$ cat src/rtl/hit_framer_pkg.sv
package hit_framer_pkg;

    localparam int NUM_CH = 32;

    localparam logic [31:0] ALIGN_WORD = 32'h5AC3_95BC;
    localparam logic [31:0] SOP_WORD   = 32'h0000_00FB;
    localparam logic [31:0] EOP_WORD   = 32'h0000_00FD;
    localparam logic [3:0]  CTRL_BYTE0 = 4'b0001;
    localparam logic [3:0]  CTRL_NONE  = 4'b0000;

    typedef enum logic [1:0] {
        SLOT_ALIGN,
        SLOT_SOP,
        SLOT_DATA,
        SLOT_EOP
    } slot_kind_t;

    typedef struct packed {
        logic [31:0] data;
        logic [3:0]  ctrl;
    } link_word_t;

    function automatic link_word_t make_word(slot_kind_t kind, logic [NUM_CH-1:0] hits);
        link_word_t w;
        case (kind)
            SLOT_SOP:  begin w.data = SOP_WORD;   w.ctrl = CTRL_BYTE0; end
            SLOT_EOP:  begin w.data = EOP_WORD;   w.ctrl = CTRL_BYTE0; end
            SLOT_DATA: begin w.data = hits;       w.ctrl = CTRL_NONE;  end
            default:   begin w.data = ALIGN_WORD; w.ctrl = CTRL_BYTE0; end
        endcase
        return w;
    endfunction

endpackage

$ cat src/rtl/hit_stretch_lane.sv
module hit_stretch_lane #(
    parameter int STRETCH_CYC = 22
) (
    input  logic clk,
    input  logic rst,
    input  logic hit,
    output logic level
);
    localparam int CW = $clog2(STRETCH_CYC + 1);

    logic [CW-1:0] remain;

    always_ff @(posedge clk) begin
        if (rst)
            remain <= '0;
        else if (hit)
            remain <= CW'(STRETCH_CYC);
        else if (remain != '0)
            remain <= remain - CW'(1);
    end

    assign level = (remain != '0);


    lane_hold_chk: assert property (@(posedge clk) disable iff (rst)
        hit |=> level);

endmodule

$ cat src/rtl/frame_sequencer.sv
module frame_sequencer
    import hit_framer_pkg::*;
#(
    parameter int INIT_ALIGN = 8,
    parameter int FRAME_LEN  = 16
) (
    input  logic       clk,
    input  logic       rst,
    output slot_kind_t kind
);
    localparam int IW = $clog2(INIT_ALIGN + 1);
    localparam int SW = $clog2(FRAME_LEN);

    typedef enum logic {SEQ_INIT, SEQ_RUN} seq_state_t;

    seq_state_t    state;
    logic [IW-1:0] init_cnt;
    logic [SW-1:0] slot;

    always_ff @(posedge clk) begin
        if (rst) begin
            state    <= SEQ_INIT;
            init_cnt <= '0;
            slot     <= '0;
        end else begin
            case (state)
                SEQ_INIT: begin
                    if (init_cnt == IW'(INIT_ALIGN - 1))
                        state <= SEQ_RUN;
                    else
                        init_cnt <= init_cnt + IW'(1);
                end
                default: begin
                    if (slot == SW'(FRAME_LEN - 1))
                        slot <= '0;
                    else
                        slot <= slot + SW'(1);
                end
            endcase
        end
    end

    always_comb begin
        if (state == SEQ_INIT)
            kind = SLOT_ALIGN;
        else if (slot == '0)
            kind = SLOT_ALIGN;
        else if (slot == SW'(1))
            kind = SLOT_SOP;
        else if (slot == SW'(FRAME_LEN - 1))
            kind = SLOT_EOP;
        else
            kind = SLOT_DATA;
    end


    seq_sop_after_align_chk: assert property (@(posedge clk) disable iff (rst)
        (kind == SLOT_SOP) |=> (kind == SLOT_DATA));

endmodule

$ cat src/rtl/link_hit_framer.sv
module link_hit_framer
    import hit_framer_pkg::*;
#(
    parameter int STRETCH_CYC = 22,
    parameter int INIT_ALIGN  = 8,
    parameter int FRAME_LEN   = 16
) (
    input  logic        clk,
    input  logic        rst,
    input  logic [31:0] hit_in,
    output logic [31:0] tx_word,
    output logic [3:0]  tx_ctrl
);
    logic [NUM_CH-1:0] stretched;
    slot_kind_t        kind;
    link_word_t        out_q;

    for (genvar ch = 0; ch < NUM_CH; ch++) begin : g_lane
        hit_stretch_lane #(.STRETCH_CYC(STRETCH_CYC)) u_lane (
            .clk   (clk),
            .rst   (rst),
            .hit   (hit_in[ch]),
            .level (stretched[ch])
        );
    end

    frame_sequencer #(
        .INIT_ALIGN (INIT_ALIGN),
        .FRAME_LEN  (FRAME_LEN)
    ) u_seq (
        .clk  (clk),
        .rst  (rst),
        .kind (kind)
    );

    always_ff @(posedge clk) begin
        if (rst)
            out_q <= make_word(SLOT_ALIGN, '0);
        else
            out_q <= make_word(kind, stretched);
    end

    assign tx_word = out_q.data;
    assign tx_ctrl = out_q.ctrl;


    ctrl_byte0_only_chk: assert property (@(posedge clk) disable iff (rst)
        tx_ctrl[3:1] == 3'b000);


    sop_then_data_chk: assert property (@(posedge clk) disable iff (rst)
        (tx_ctrl == 4'b0001 && tx_word == 32'h0000_00FB) |=> (tx_ctrl == 4'b0000));


    eop_then_align_chk: assert property (@(posedge clk) disable iff (rst)
        (tx_ctrl == 4'b0001 && tx_word == 32'h0000_00FD) |=> (tx_word == 32'h5AC3_95BC));

endmodule

$ cat config.mk
export PLATFORM = sky130hd
export DESIGN_NAME = link_hit_framer
export DESIGN_NICKNAME = d
export VERILOG_FILES = /design/src/rtl/hit_framer_pkg.sv /design/src/rtl/hit_stretch_lane.sv /design/src/rtl/frame_sequencer.sv /design/src/rtl/link_hit_framer.sv
export SDC_FILE = /design/constraint.sdc
export NUM_CORES = 1
export LEC_CHECK = 0
export BUFFER_PORTS_ARGS = -buffer_cell sky130_fd_sc_hd__buf_2
export CAP_MARGIN = 0
export CORE_MARGIN = 4
export CORE_UTILIZATION = 45
export CTS_CLUSTER_SIZE = 16
export DETAILED_ROUTE_END_ITERATION = 16
export GPL_TIMING_DRIVEN = 0
export PLACE_DENSITY_LB_ADDON = 0.05
export SLEW_MARGIN = 20
export SYNTH_ARGS = -nofsm -noshare
export SYNTH_HDL_FRONTEND = slang
export SYNTH_SLANG_ARGS = --single-unit
$ cat constraint.sdc
create_clock -name clk -period 1.8 [get_ports clk]
set_input_delay 0.27 -clock clk [delete_from_list [all_inputs] [get_ports clk]]
set_output_delay 0.27 -clock clk [all_outputs]
set_load 0.01 [all_outputs]
==> qor.csv, run 1 <==
metric,value,unit
drt-total-wl,19.40,mm
vias,6553,
cts_tree,done,
ant_nets,0,
worstSkewPairLatency,500,ps
end_kind,flip-flop,
ys_seq_area_frac,0.4516,
yosysWarnings,0,
cts_setup_buffers,0,
fin_worst_skew,9.176,ps
slew_headroom,0.4743,
diodes,0,
post_drt_via_cell_ratio,5.104,
clockBufferDepth,3,
routedWlPerCell,15.11,um
synth_edf_count,0,
fmax,591.5,MHz
final-max-slew-violation-count,0,
finalCriticalPeriod,1691,ps
first_iter_violations,238,
synth_flop_cell,dfxtp_1,
layout_commonest_cell,dfxtp_1,
firstDrtPassIters,6,
die_h,149.1,um
layout-drive-gt1-share,0.1835,
finalPower,12.58,mW
ctsRootBufferMaster,clkbuf_16,
core_area,19530,um^2
clk_pin_slew,60,ps
h-tree-depth,1,
antenna_found_initial,1,
cts.sinks,202,
critPathMaxFanout,7,
cts_buffers,23,
ys_ff_latch,202,
post_synth.cell_area_avg,10.11,um^2
max_cap_violations,0,
grt_max_degree,14,
die_x,149.1,um
startpoint_type,flip-flop,
finalHoldViolations,0,
grt_pass1_vias,6369,
drc_errors,0,
arrival,2040,ps
area_growth,20.23,%
post-route-period-util,0.9393,
start_util,0.4585,
crit_type,reg -> reg,
crit_required,2150,ps
rows,51,
final.fill_count,1798,
grt_pass1_wl,32.72,mm
syn-instance-count,886,
detailed_place_hpwl,13.01,mm
grt_overflow,0,
powerDensity,1168,nW/um^2
routabilityCongestion,0.7677,
seq_area,4044,um^2
setup_viol_count_final,0,
hold_ws,15.41,ps
fin_nets,1073,
die-area,22220,um^2
outcome,"complete, no violations",
ir_worst_vdd,0.0007541,V
place_ws,-95.61,ps
syn-cell-area,8954,um^2
leakagePower,4.337,nW
min_path_type,in -> reg,
track_usage,0.1792,
ys_types,40,
fin_ws,109.3,ps
rsz0062_at_grt,false,
portBuffers,65,
most-common-layout-cells,"dfxtp_1, inv_1, a21oi_1",
multi_input_area,4332,um^2
worst_pin_slew,788.6,ps
io_pins,70,
async_flop_share,0,
## critical path: stages, from the launching register on
cell and delay, ps:
dfxtp_1 370, ha_1 250, nand3_1 220, o21a_1 550
nand3_1 150
## cell families (layout without fill, tap and decap cells)
logic type	Yosys count	after routing	synth area share
muxes	20	20	0.02250
DFF	202	202	0.4516
xor gates and xnor gates	65	65	0.06358
other	1	3	0.0004188
and+or+nand+nor	247	247	0.2289
AOI/OAI and AO/OA	170	170	0.1160
adders and majority gates	36	36	0.05031
buffers and inverters	145	276	0.06666
## where the power goes
part	total [mW]	switching, mW	internal (mW)	leakage, nW
Combinational	2.00	0.953	1.05	2.23
Clock	5.38	1.82	3.56	0.433
Sequential	5.19	0.353	4.84	1.67
## cell usage after synthesis, types with 2 or more instances
library cell	number	area share
buf_1	2	0.00084
buf_2	9	0.0050
mux2i_1	19	0.021
buf_6	4	0.0050
nor4b_4	32	0.085
nand3_1	8	0.0045
nand2_1	6	0.0025
a21oi_1	102	0.057
nor3_1	67	0.037
dfxtp_1	202	0.45
clkbuf_1	10	0.0042
nor2_1	23	0.0096
xnor2_1	64	0.063
ha_1	36	0.050
o21a_1	18	0.015
nor3b_1	15	0.013
buf_4	3	0.0025
o21ai_0	13	0.0073
nor3_2	10	0.011
or3b_2	17	0.017
inv_1	117	0.049
a311oi_1	15	0.015
o31ai_1	15	0.013
nor4_1	32	0.022
or3_2	2	0.0017
or3_1	31	0.022
## cell type report
| cell class | instances | area share |
|---|---|---|
| plain buffers | 28 | 0.01488 |
| clock buffers | 27 | 0.05672 |
| clock inverters | 14 | 0.02534 |
| inverters | 117 | 0.04080 |
| multi-input cells | 541 | 0.4024 |
| flip-flops and latches | 202 | 0.3756 |
| well taps | 265 | 0.03080 |
| repair buffers | 90 | 0.05346 |
## per-layer routing
layer / vias to the layer above / wire length (um) / track usage / share of wire
met2: 105 / 8718 / 0.2858 / 0.45
li1: 3358 / - / - / -
met1: 3062 / 9639 / 0.2594 / 0.50
met3: 26 / 753 / 0.02826 / 0.039
met4: 2 / 280 / 0.03478 / 0.014
met5: - / 7 / 0 / 0.00036
## what timing repair did
action,CTS,global route
hold endpoints to repair,42,0
endpoints found under the setup margin,11,11
hold buffers,25,0
gates resized for setup,1,3
gates cloned,0,0
## through the flow
step | instance area (um^2) | TNS (ps) | cells | util
3_3_place_gp | 9618 | -1000 | 1218 | 0.4926
4_1_cts | 10750 | 0 | 1284 | 0.5507
3_5_place_dp | 9618 | -742.2 | 1218 | 0.4926
2_1_floorplan | 8961 | 0 | 888 | -
5_1_grt | 10770 | 0 | 1284 | 0.5513
6_report | 10770 | 0 | 1284 | 0.5513
## flip-flops by register name, indices dropped and copies added (netlist names)
signal,cells
u_seq.state,1
u_seq.slot,4
tx_ctrl,1
tx_word,32
u_seq.init_cnt,4
g_lane.u_lane.remain,160
## final timing paths
kind | slack [ps] | to | start | cells past startpoint
hold reg to reg | 480 | u_seq.init_cnt[1] | u_seq.init_cnt[1] | 2
setup reg to reg | 110 | tx_word[3] | u_seq.slot[0] | 4
hold / removal | 20 | g_lane[15].u_lane.remain[0] | hit_in[15] | 2
setup / recovery | 110 | tx_word[3] | u_seq.slot[0] | 4
(Power assumes the default switching activity.)
==> inputs of run 2 (changes only) <==
CORE_MARGIN = 2   (was 4)
CTS_BUF_LIST = sky130_fd_sc_hd__clkbuf_16   (was unset)
==> run 2 against run 1 <==
Power down 6.6%. Maximum frequency up 1.8%. Hold slack worse by 2.3 ps. Setup slack gained 30 ps. Critical path depth grew 2. Sequential share of layout area rose by 0.48 points. Critical path type unchanged. Largest cell class unchanged. Largest power group is now sequential cells.
==> qor.csv, run 2 (same netlist as run 1, synthesis figures left out) <==
metric,value,unit,change
leakagePower,4.276,nW,was 4.337 nW
critPathMaxFanout,10,,was 7
finalPower,11.75,mW,was 12.58 mW
crit_required,2170,ps,was 2150 ps
critPathMostFrequentCell,inv_1,,was nand3_1
layout_commonest_cell,dfxtp_1,,unchanged
die_x,145.1,um,was 149.1 um
cts_setup_buffers,0,,unchanged
fin_tns_setup,0,ps,unchanged
io_pins,70,,unchanged
fin_nets,1075,,was 1073
track_usage,0.1866,,was 0.1792
ir_worst_vdd,0.0006522,V,was 0.0007541 V
outcome,"complete, no violations",,unchanged
h-tree-depth,1,,unchanged
regMostFlops,g_lane.u_lane.remain,,unchanged
post_drt_via_cell_ratio,5.112,,was 5.104
worst_pin_slew,685.2,ps,was 788.6 ps
clockBufferDepth,3,,unchanged
rows,51,,unchanged
startpoint_type,flip-flop,,unchanged
portBuffers,65,,unchanged
vias,6569,,was 6553
routedWlPerCell,15.14,um,was 15.11 um
placedCellCount,1218,,unchanged
critPathMaxStageDelay,380,ps,was 550 ps
fin_worst_skew,13.68,ps,was 9.176 ps
finalHoldViolations,0,,unchanged
drc_errors,0,,unchanged
arrival,2030,ps,was 2040 ps
grt_max_degree,14,,unchanged
ctsRootBufferMaster,clkbuf_16,,unchanged
die-area,21040,um^2,was 22220 um^2
firstDrtPassIters,4,,was 6
grt_overflow,0,,unchanged
routabilityCongestion,0.7541,,was 0.7677
layout.cells.non_filler,1285,,was 1284
max_cap_violations,0,,unchanged
post-route-period-util,0.9224,,was 0.9393
place_ws,-152.4,ps,was -95.61 ps
crit_slowest_cell,o311ai_4,,was o21a_1
worstSkewPairLatency,500,ps,about the same
fin_ws,139.6,ps,was 109.3 ps
layout-drive-gt1-share,0.1755,,was 0.1835
fin_util,0.5462,,was 0.5513
finalCriticalPeriod,1660,ps,was 1691 ps
area_growth,18.73,%,was 20.23%
antenna_found_initial,1,,unchanged
grt_pass1_vias,6460,,was 6369
diodes,0,,unchanged
most-common-layout-cells,"dfxtp_1, inv_1, a21oi_1",,unchanged
drt-total-wl,19.45,mm,was 19.40 mm
largest_reg_flops,160,,unchanged
rsz0062_at_grt,false,,unchanged
fmax,602.3,MHz,was 591.5 MHz
final-max-slew-violation-count,0,,unchanged
cp_cell_sequence,inv_1 > ha_1 > inv_1 > o311ai_4 > clkbuf_4 > nor3_1,,was ha_1 > nand3_1 > o21a_1 > nand3_1
ant_nets,0,,unchanged
cts_tree,done,,unchanged
placed_cell_area,9618,um^2,unchanged
detailed_place_hpwl,13.14,mm,was 13.01 mm
die_h,145.1,um,was 149.1 um
clk_pin_slew,60,ps,about the same
grt_pass1_wl,32.67,mm,was 32.72 mm
crit_type,reg -> reg,,unchanged
powerDensity,1105,nW/um^2,was 1168 nW/um^2
cts_buffers,23,,unchanged
start_util,0.4600,,was 0.4585
min_path_type,in -> reg,,unchanged
slew_headroom,0.5432,,was 0.4743
first_iter_violations,216,,was 238
end_kind,flip-flop,,unchanged
fin_area,10630,um^2,was 10770 um^2
hold_ws,13.15,ps,was 15.41 ps
cts.sinks,202,,unchanged
setup_viol_count_final,0,,unchanged
core_area,19460,um^2,was 19530 um^2
[run 2: repair_timing]
item / 4_1_cts / 5_1_grt
endpoints found under the setup margin: 10 / 14
hold buffers: 27 / 0
gates resized for setup: 1 / 2
hold endpoints to repair: 45 / 0
[run 2: layout make-up]
type,instances,area (um^2)
Clock buffer,23,575.6
Buffer,28,160.2
Fill cell,1790,8832
Multi-Input combinational cell,541,4332
Sequential cell,202,4044
Clock inverter,17,152.6
Inverter,117,439.2
Timing Repair Buffer,92,595.6
Tap cell,265,331.6
[run 2: path summary, 6_finish.rpt]
check                                  startpoint                    endpoint  slack (ps)  cells after the start
worst max-delay path                u_seq.slot[0]                 tx_word[21]         140                      6
worst min-delay path                    hit_in[5]  g_lane[5].u_lane.remain[0]          10                      2
worst max register to register      u_seq.slot[0]                 tx_word[21]         140                      6
worst min register to register  u_seq.init_cnt[1]           u_seq.init_cnt[1]         480                      2
[run 2: report_power, final]
part / internal, mW / switching (mW) / total (mW)
registers: 4.84 / 0.359 / 5.20
logic: 1.06 / 0.955 / 2.01
clock network: 2.74 / 1.80 / 4.54
[run 2: routing by layer]
layer / track usage / share of wire / wire length, um
met1: 0.2546 / 0.49 / 9613
met2: 0.3100 / 0.45 / 8749
met3: 0.03050 / 0.035 / 682
met4: 0.04559 / 0.021 / 408
met5: 0 / 0 / 0
[run 2: worst max-delay path: cells and delay by family, from the launching register on]
kind                     cells  cell delay (ps)
AO/OA/AOI/OAI                1              380
adder cells (fa/ha/maj)      1              140
buffers and inverters        3              550
flip-flops                   1              360
AND/OR/NAND/NOR              1              100
